--- src/rtl/arb_pkg.sv ---
package arb_pkg;
  localparam int MAX_PORTS = 8;
  localparam int IDX_W = 3;

  typedef struct packed {
    logic                 grantAny;
    logic [IDX_W-1:0]     grantIdx;
    logic [MAX_PORTS-1:0] grantVec;
  } grant_t;
endpackage

--- src/rtl/arb_ctrl.sv ---
module arb_ctrl #(
  parameter int NUM_PORTS = 8,
  parameter int CREDITS   = 4
) (
  input  logic                 clk,
  input  logic                 rst_n,
  input  logic [NUM_PORTS-1:0] reqValid,
  output arb_pkg::grant_t      strobe
);
  import arb_pkg::*;
  localparam int CNT_W = $clog2(CREDITS + 1);

  logic [IDX_W-1:0] curOwner;
  logic             held;
  logic [CNT_W-1:0] used;

  logic             keep;
  logic             pickFound;
  logic [IDX_W-1:0] pickIdx;
  logic [IDX_W-1:0] grantIdx;
  logic             grantAny;

  // tenure continues while the owner still requests and has budget left
  assign keep = held && reqValid[curOwner] && (used != CNT_W'(CREDITS));

  // round-robin search starting just after the last owner
  always_comb begin
    logic [IDX_W:0] cand;
    pickFound = 1'b0;
    pickIdx   = '0;
    cand      = '0;
    for (int off = 1; off <= NUM_PORTS; off++) begin
      cand = {1'b0, curOwner} + (IDX_W+1)'(off);
      if (cand >= (IDX_W+1)'(NUM_PORTS)) cand = cand - (IDX_W+1)'(NUM_PORTS);
      if (!pickFound && reqValid[cand[IDX_W-1:0]]) begin
        pickFound = 1'b1;
        pickIdx   = cand[IDX_W-1:0];
      end
    end
  end

  assign grantIdx = keep ? curOwner : pickIdx;
  assign grantAny = keep || pickFound;

  always_comb begin
    strobe.grantAny = grantAny;
    strobe.grantIdx = grantIdx;
    for (int i = 0; i < MAX_PORTS; i++)
      strobe.grantVec[i] = grantAny && (i < NUM_PORTS) && (grantIdx == IDX_W'(i));
  end

  always_ff @(posedge clk) begin
    if (!rst_n) begin
      curOwner <= IDX_W'(NUM_PORTS - 1);
      held     <= 1'b0;
      used     <= '0;
    end else if (grantAny) begin
      curOwner <= grantIdx;
      held     <= 1'b1;
      used     <= keep ? used + CNT_W'(1) : CNT_W'(1);
    end else begin
      held     <= 1'b0;
      used     <= '0;
    end
  end


  grant_onehot_chk: assert property (@(posedge clk) disable iff (!rst_n)
    $onehot0(strobe.grantVec));

  idle_grant_chk: assert property (@(posedge clk) disable iff (!rst_n)
    (strobe.grantVec[NUM_PORTS-1:0] & ~reqValid) == '0);

  work_conserve_chk: assert property (@(posedge clk) disable iff (!rst_n)
    (|reqValid) |-> strobe.grantAny);

  budget_chk: assert property (@(posedge clk) disable iff (!rst_n)
    used <= CNT_W'(CREDITS));

  release_chk: assert property (@(posedge clk) disable iff (!rst_n)
    (held && !reqValid[curOwner] && (|reqValid)) |-> (strobe.grantIdx != curOwner));

  token_hold_chk: assert property (@(posedge clk) disable iff (!rst_n)
    !strobe.grantAny |=> $stable(curOwner));
endmodule

--- src/rtl/arb_datapath.sv ---
module arb_datapath #(
  parameter int NUM_PORTS = 8,
  parameter int DATA_W    = 32
) (
  input  logic                        clk,
  input  logic                        rst_n,
  input  arb_pkg::grant_t             strobe,
  input  logic [NUM_PORTS*DATA_W-1:0] reqData,
  input  logic                        memReady,
  output logic [NUM_PORTS-1:0]        reqReady,
  output logic                        memValid,
  output logic [DATA_W-1:0]           memData
);
  assign memValid = strobe.grantAny;
  assign memData  = strobe.grantAny ? reqData[int'(strobe.grantIdx)*DATA_W +: DATA_W] : '0;
  assign reqReady = strobe.grantVec[NUM_PORTS-1:0] & {NUM_PORTS{memReady}};


  accept_one_chk: assert property (@(posedge clk) disable iff (!rst_n)
    (memValid && memReady) |-> ($countones(reqReady) == 1));

  quiet_chk: assert property (@(posedge clk) disable iff (!rst_n)
    !memValid |-> (reqReady == '0));
endmodule

--- src/rtl/credit_rr_arbiter.sv ---
module credit_rr_arbiter #(
  parameter int NUM_PORTS = 8,
  parameter int DATA_W    = 32,
  parameter int CREDITS   = 4
) (
  input  logic                        clk,
  input  logic                        rst_n,
  input  logic [NUM_PORTS-1:0]        reqValid,
  input  logic [NUM_PORTS*DATA_W-1:0] reqData,
  output logic [NUM_PORTS-1:0]        reqReady,
  output logic [NUM_PORTS-1:0]        grant,
  output logic                        memValid,
  output logic [DATA_W-1:0]           memData,
  input  logic                        memReady
);
  arb_pkg::grant_t strobe;

  arb_ctrl #(.NUM_PORTS(NUM_PORTS), .CREDITS(CREDITS)) ctrl (
    .clk(clk), .rst_n(rst_n), .reqValid(reqValid), .strobe(strobe));

  arb_datapath #(.NUM_PORTS(NUM_PORTS), .DATA_W(DATA_W)) dpath (
    .clk(clk), .rst_n(rst_n), .strobe(strobe), .reqData(reqData),
    .memReady(memReady), .reqReady(reqReady), .memValid(memValid),
    .memData(memData));

  assign grant = strobe.grantVec[NUM_PORTS-1:0];
endmodule

--- config.mk ---
export PLATFORM = sky130hd
export DESIGN_NAME = credit_rr_arbiter
export DESIGN_NICKNAME = d
export VERILOG_FILES = /design/src/rtl/arb_pkg.sv /design/src/rtl/arb_ctrl.sv /design/src/rtl/arb_datapath.sv /design/src/rtl/credit_rr_arbiter.sv
export SDC_FILE = /design/constraint.sdc
export NUM_CORES = 1
export LEC_CHECK = 0
export ABC_AREA = 1
export CAP_MARGIN = 10
export CORE_MARGIN = 4
export CORE_UTILIZATION = 32
export DETAILED_ROUTE_END_ITERATION = 10
export HOLD_SLACK_MARGIN = 0.02
export PLACE_DENSITY = 0.91
export SLEW_MARGIN = 20
export SYNTH_ARGS = -nofsm -noshare
export SYNTH_HDL_FRONTEND = slang
export SYNTH_SLANG_ARGS = --single-unit
--- constraint.sdc ---
create_clock -name clk -period 3.6 [get_ports clk]
set_clock_uncertainty 0.2 [all_clocks]
set_input_delay 0.72 -clock clk [delete_from_list [all_inputs] [get_ports clk]]
set_output_delay 0.72 -clock clk [all_outputs]
set_load 0.01 [all_outputs]
* Word level (Yosys, flattened, before mapping)
Cells that the tools add are included.
** Cells by class
- Add/subtract/negate cells :: 17
- Multiply operators :: 0
- Divide/modulo/power cells :: 0
- Magnitude comparators :: 17
- Equal/unequal tests :: 8
- Shifts and indexed selects :: 1
- Multiplexer cells :: 46
- Bitwise gates (word level) :: 1
- Reductions and logical operators :: 28
** Operator list (number)
- $shiftx A256 B9 Y32 :: 1
- $mux W3 :: 17
- $lt A3 B4 Y1 const B :: 9
- $ge A4 B4 Y1 const B :: 8
- $mux W32 :: 1
- $bmux W1 S3 :: 9
- $sub A3 B1 Y3 const B :: 8
- $mux W1 :: 19
- $logic_and A1 B1 Y1 :: 17
- $add A3 B3 Y4 const B :: 4
- $eq A3 B3 Y1 const B :: 4
- $add A3 B2 Y4 const B :: 2
- $and A8 B8 Y8 :: 1
- $logic_not A1 Y1 :: 7
- $eq A3 B2 Y1 const B :: 2
- $add A3 B1 Y4 const B :: 1
- $add A3 B4 Y4 const B :: 1
- $add A3 B1 Y3 const B :: 1
- $eq A3 B1 Y1 const B :: 1
- $logic_not A3 Y1 :: 1
- $ne A3 B3 Y1 const B :: 1
- $reduce_and A3 Y1 :: 1
- $reduce_and A2 Y1 :: 1
- $logic_or A1 B1 Y1 :: 1
** Word-level totals
- Register bits :: 7
- Latch bits :: 0
- Bits in writable memories :: 0
- Memory bits (read-only) :: 0
- Input bits :: 267
- Memories kept :: 0

* Longest topological paths before layout
- Depth in word-level cells :: 31
- Depth in mapped cells :: 25

* Hierarchy
A second synthesis with hierarchy kept.
** Unflattened totals
- Cells, all modules :: 1064
- Area, all modules :: 4723.3 sq um
** By module, submodules not included
- arb_datapath :: times used 1, cells an instance 871, area an instance 3538.4 sq um, seq. area each 0.0 sq um
- arb_ctrl :: times used 1, cells an instance 193, area an instance 1184.9 sq um, seq. area each 140.1 sq um

* Worst setup path before layout
No wires, ideal clock.
- Kind :: reg-to-output
- From :: register ctrl.curOwner[1]
- To :: output reqReady[5]
- Arrival time :: 2798 ps
- Required time :: 2680 ps
- Path slack :: -118 ps
- Stages on the path, launching flop included :: 20
- Buffers on the path :: 4
- Path through :: dfxtp_1 buf_4 clkinv_2 ha_1 buf_2 inv_2 nand3_1 nand3_2 nand2_2 nor2_4 nand4_2 nor2_4 nand3_2 nand2_2 nand2_2 nand2_4 buf_6 buf_6 nand2_2 nor3_1
** On the way
- Cells in the longest elaborated chain, start to end :: 31
- Elaborated cells between the ends (all ways) :: 87
** RTL lines
- start: declaration :: RTL line arb_ctrl.sv:13 : logic [IDX_W-1:0] curOwner;
- start signal: assignment :: RTL line arb_ctrl.sv:54 : curOwner <= IDX_W'(NUM_PORTS - 1);
- start signal: assignment :: RTL line arb_ctrl.sv:58 : curOwner <= grantIdx;
- $add A3 B1 Y4 :: RTL line arb_ctrl.sv:33 : cand = {1'b0, curOwner} + (IDX_W+1)'(off);
- $ge A4 B4 Y1 or $sub A3 B1 Y3 (tied branches) :: RTL line arb_ctrl.sv:34 : if (cand >= (IDX_W+1)'(NUM_PORTS)) cand = cand - (IDX_W+1)'(NUM_PORTS);
- $mux W3 :: RTL line arb_ctrl.sv:34
- $bmux W1 S3 :: RTL line arb_ctrl.sv:35 : if (!pickFound && reqValid[cand[IDX_W-1:0]]) begin
- $mux W1 (implied by the code) :: RTL line arb_ctrl.sv:35
- $mux W1 :: RTL line arb_ctrl.sv:35
- $logic_not A1 Y1 :: RTL line arb_ctrl.sv:35
- $logic_and A1 B1 Y1 :: RTL line arb_ctrl.sv:35
- [... 15 more ...]
- $mux W1 :: RTL line arb_ctrl.sv:35
- $logic_not A1 Y1 :: RTL line arb_ctrl.sv:35
- $logic_and A1 B1 Y1 :: RTL line arb_ctrl.sv:35
- $mux W3 :: RTL line arb_ctrl.sv:35
- $mux W3 :: RTL line arb_ctrl.sv:42 : assign grantIdx = keep ? curOwner : pickIdx;
- $eq A3 B3 Y1 :: RTL line arb_ctrl.sv:49 : strobe.grantVec[i] = grantAny && (i < NUM_PORTS) && (grantIdx == IDX_W'(i));
- $logic_and A1 B1 Y1 (*) :: RTL line arb_ctrl.sv:49
- $and A8 B8 Y8 (*) :: RTL line arb_datapath.sv:16 : assign reqReady = strobe.grantVec[NUM_PORTS-1:0] & {NUM_PORTS{memReady}};
- end: declaration :: RTL line credit_rr_arbiter.sv:10 : output logic [NUM_PORTS-1:0] reqReady,
Mark *: on every way between the ends. The rest lies on a longest branch, timed or not. The select of a mux whose other input is x is not followed.

* Worst setup path in the final report
- From :: register ctrl.curOwner[0]
- To :: output memData[1]
** On the way
- Cells in the longest elaborated chain, start to end :: 30
- Elaborated cells between the ends (all ways) :: 86
** RTL lines
- $add A3 B1 Y4 :: RTL line arb_ctrl.sv:33
- $ge A4 B4 Y1 or $sub A3 B1 Y3 (tied branches) :: RTL line arb_ctrl.sv:34
- $mux W3 :: RTL line arb_ctrl.sv:34
- $bmux W1 S3 :: RTL line arb_ctrl.sv:35
- $mux W1 (implied by the code) :: RTL line arb_ctrl.sv:35
- $mux W1 :: RTL line arb_ctrl.sv:35
- $logic_not A1 Y1 :: RTL line arb_ctrl.sv:35
- $logic_and A1 B1 Y1 :: RTL line arb_ctrl.sv:35
- [... 14 more ...]
- $logic_and A1 B1 Y1 :: RTL line arb_ctrl.sv:35
- $mux W1 :: RTL line arb_ctrl.sv:35
- $logic_not A1 Y1 :: RTL line arb_ctrl.sv:35
- $logic_and A1 B1 Y1 :: RTL line arb_ctrl.sv:35
- $mux W3 :: RTL line arb_ctrl.sv:35
- $mux W3 :: RTL line arb_ctrl.sv:42
- $shiftx A256 B9 Y32 :: RTL line arb_datapath.sv:15 : assign memData = strobe.grantAny ? reqData[int'(strobe.grantIdx)*DATA_W +: DATA_W] : '0;
- $mux W32 (*) :: RTL line arb_datapath.sv:15
- end: declaration :: RTL line credit_rr_arbiter.sv:13 : output logic [DATA_W-1:0] memData,
Marked as above.

==> flow_summary.yaml <==
run_status:
  status: "finished, violations left"
  violations: "negative setup slack"
placement:
  pre_cts_ws_ns: -1.14
  io_buffers: 315
  dp_hpwl_mm: 16.6
  gp_congestion: 0.988
  placed_cells: 1389
grt:
  gr-total-overflow: 0
  grt_max_degree: 54
  use_met1_pct: 33.1
  antenna_found_initial: 1
  grt_pass1_vias: 7399
  grtUsageTotal_pct: 29.7
  grt_pass1_wl_mm: 35.7
  busiest_layer: "met2"
  grtUsageMet2_pct: 53.7
  met3_usage_pct: 6.18
flow_run:
  drv_cap: 0
timing:
  max_freq_mhz: 237
  setup_viol: 48
  rsz0062_at_grt: "yes"
  tns_ns: -25.37
  finalMaxSlewViolations: 0
  hold_violations: 0
  slew_headroom_pct: 70.6
  min_period_over_period_pct: 117
  worstMarginPinSlew_ns: 0.439
  fin_ws_ns: -0.624
  layout_min_cycle_time_ns: 4.22
logic_synthesis:
  synth_edf_count: 0
  synth_area_per_cell_um2: 4.70
  ys_ff_latch: 7
  ys_top_cells_by_count: "292 x nand2_1, 155 x inv_1, 115 x nand3_1"
  yosys-top-cells-area: "nand2_1 26%, inv_1 14%, nand3_1 14%, o21ai_1 9.2%, nor2_1 8.9%"
  ys.warnings.count: 0
  synth.most_common_cell: "nand2_1"
  syn_nets: 1159
  ys.flop_type: "dfxtp_1"
  synthCells: 888
  synth_top_cell_by_area: "nand2_1"
  synth_top_area_share_pct: 26.3
  ys_seq_area_share_pct: 3.36
  syn_area_mm2: 0.00418
  ys_async_sr_fraction_pct: 0
  netlist-cell-type-count: 34
critical_path:
  max_stage_delay_ns: 0.34
  crit_top_cell: "nand2_1"
  critPathTopFamily: "simple AND/OR/NAND/NOR gates"
  crit_fanout: 11
  cp-start-kind: "flip-flop"
  crit_chain: "buf_6, buf_6, nand2_1, nand3_1, nand2_1, buf_4, o21ai_0, o221ai_2, nand3_1, nand2_1, nand4_1, nand3_4, nand2_4, buf_6, buf_6, buf_16, o21ai_0, inv_1, nand2_1, nand2_1, buf_2"
  slowest_stage: "dfxtp_2"
  critPathCaptureType: "primary output"
  path_class: "reg -> out"
  cp_num_buf_inv: 8
  worst_ep_arrival_time_ns: 3.30
  crit_required_ns: 2.68
floorplan:
  die_h_um: 122
  fp-row-count: 41
  start_util_pct: 32.8
  ios: 316
  die_area_mm2: 0.0149
  die_w_um: 122
  core_area_mm2: 0.0127
detailed_routing:
  drtPass1Iterations: 5
  final_antenna_net_count: 0
  post_drt_wl_per_cell_um: 19.2
  vias: 7916
  routed_via_density: 5.35
  routed_wirelength_mm: 28.4
  drt_iter0_drc: 532
  drc: 0
cells_and_area:
  drive_gt1_share_pct: 33.2
  area_growth_syn_to_layout_pct: 141
  final-seq-area_um2: 143
  fillers: 808
  layout.nets: 1580
  multi_input_area_mm2: 0.00402
  final_util_pct: 79.1
  instances_no_fill: 1481
min_path:
  min_path_type: "reg -> reg"
cts:
  h-tree-depth: 1
  numCtsBuffers: 3
  tritoncts: "built"
  cts_root_buf: "clkbuf_16"
  cts_sinks: 7
  clkTransAtPathRegs_ns: 0.04
  cts.path.max_buffers: 2
  clk_latency_ns: 0.23
-- per-stage QoR --
| stage | cell area [um2] | hold WS [ns] |
|---|---|---|
| global route | 10100 | 0.322 |
| CTS | 9110 | 0.276 |
| finish | 10100 | 0.278 |
| global placement | 7910 | 0.250 |
| floorplan | 4240 | 0.235 |
| detailed placement | 7910 | 0.267 |
-- path summary, 6_finish.rpt --
check | slack (ns) | depth (start not counted) | endpoint | startpoint
max | -0.62 | 21 | memData[1] | ctrl.curOwner[0]
min | 0.28 | 1 | ctrl.used[0] | ctrl.used[0]
max reg2reg | 0.19 | 21 | ctrl.curOwner[2] | ctrl.curOwner[0]
min reg2reg | 0.28 | 1 | ctrl.used[0] | ctrl.used[0]
-- layer usage --
metal	vias up	part of all wire, %
met5	-	0
met4	0	6.9
met2	562	49
met1	3601	34
li1	3583	-
met3	170	9.6
-- timing repair --
item                       in CTS  in global routing
setup endpoints to repair      49                 49
hold endpoints to repair        0                  0
hold buffers                    0                  0
pin swaps                      80                111
gates cloned                   10                 13
setup buffers                  53                 16
gates resized for setup       374                184
-- sequential cells by signal (all words and copies together) (netlist names) --
name           count
ctrl.held          1
ctrl.curOwner      3
ctrl.used          3
-- cells in the final DEF (no fill, tap or decap), drive strengths merged --
| master | n |
|---|---|
| nand2 | 305 |
| clkdlybuf4s50 | 258 |
| buf | 192 |
| inv | 162 |
| nand3 | 119 |
| nor2 | 108 |
| o21ai | 93 |
| clkbuf | 18 |
| nand4 | 9 |
| nor3 | 9 |
| dfxtp | 7 |
| nand3b | 6 |
| ha | 4 |
| o211ai | 3 |
| clkdlybuf4s15 | 3 |
| xor2 | 2 |
| clkinv | 2 |
| xnor2 | 2 |
| a21oi | 2 |
| diode | 1 |
| o21bai | 1 |
| a31oi | 1 |
| o221ai | 1 |
| and3 | 1 |
-- area by class of cell --
type / instances / area share [%]
Multi-Input combinational cell: 666 / 40.0
Antenna cell: 1 / 0.0249
Inverter: 164 / 6.41
Timing Repair Buffer: 467 / 49.2
Tap cell: 172 / 2.14
Sequential cell: 7 / 1.42
Clock buffer: 4 / 0.783
-- kinds of logic (layout without fill, tap and decap cells) --
logic type                 Yosys count  count (layout)  synth area share [%]
AOI/OAI and AO/OA                  101             101                  12.6
xor gates and xnor gates             4               4                  1.02
DFF                                  7               7                  3.36
buffers and inverters              216             635                  24.0
other                                0               1                     0
and+or+nand+nor                    556             557                  57.8
adders and majority gates            4               4                  1.20
Power is not shown: default switching activity piles up to over one toggle a cycle in this logic, so the estimate is an artifact.
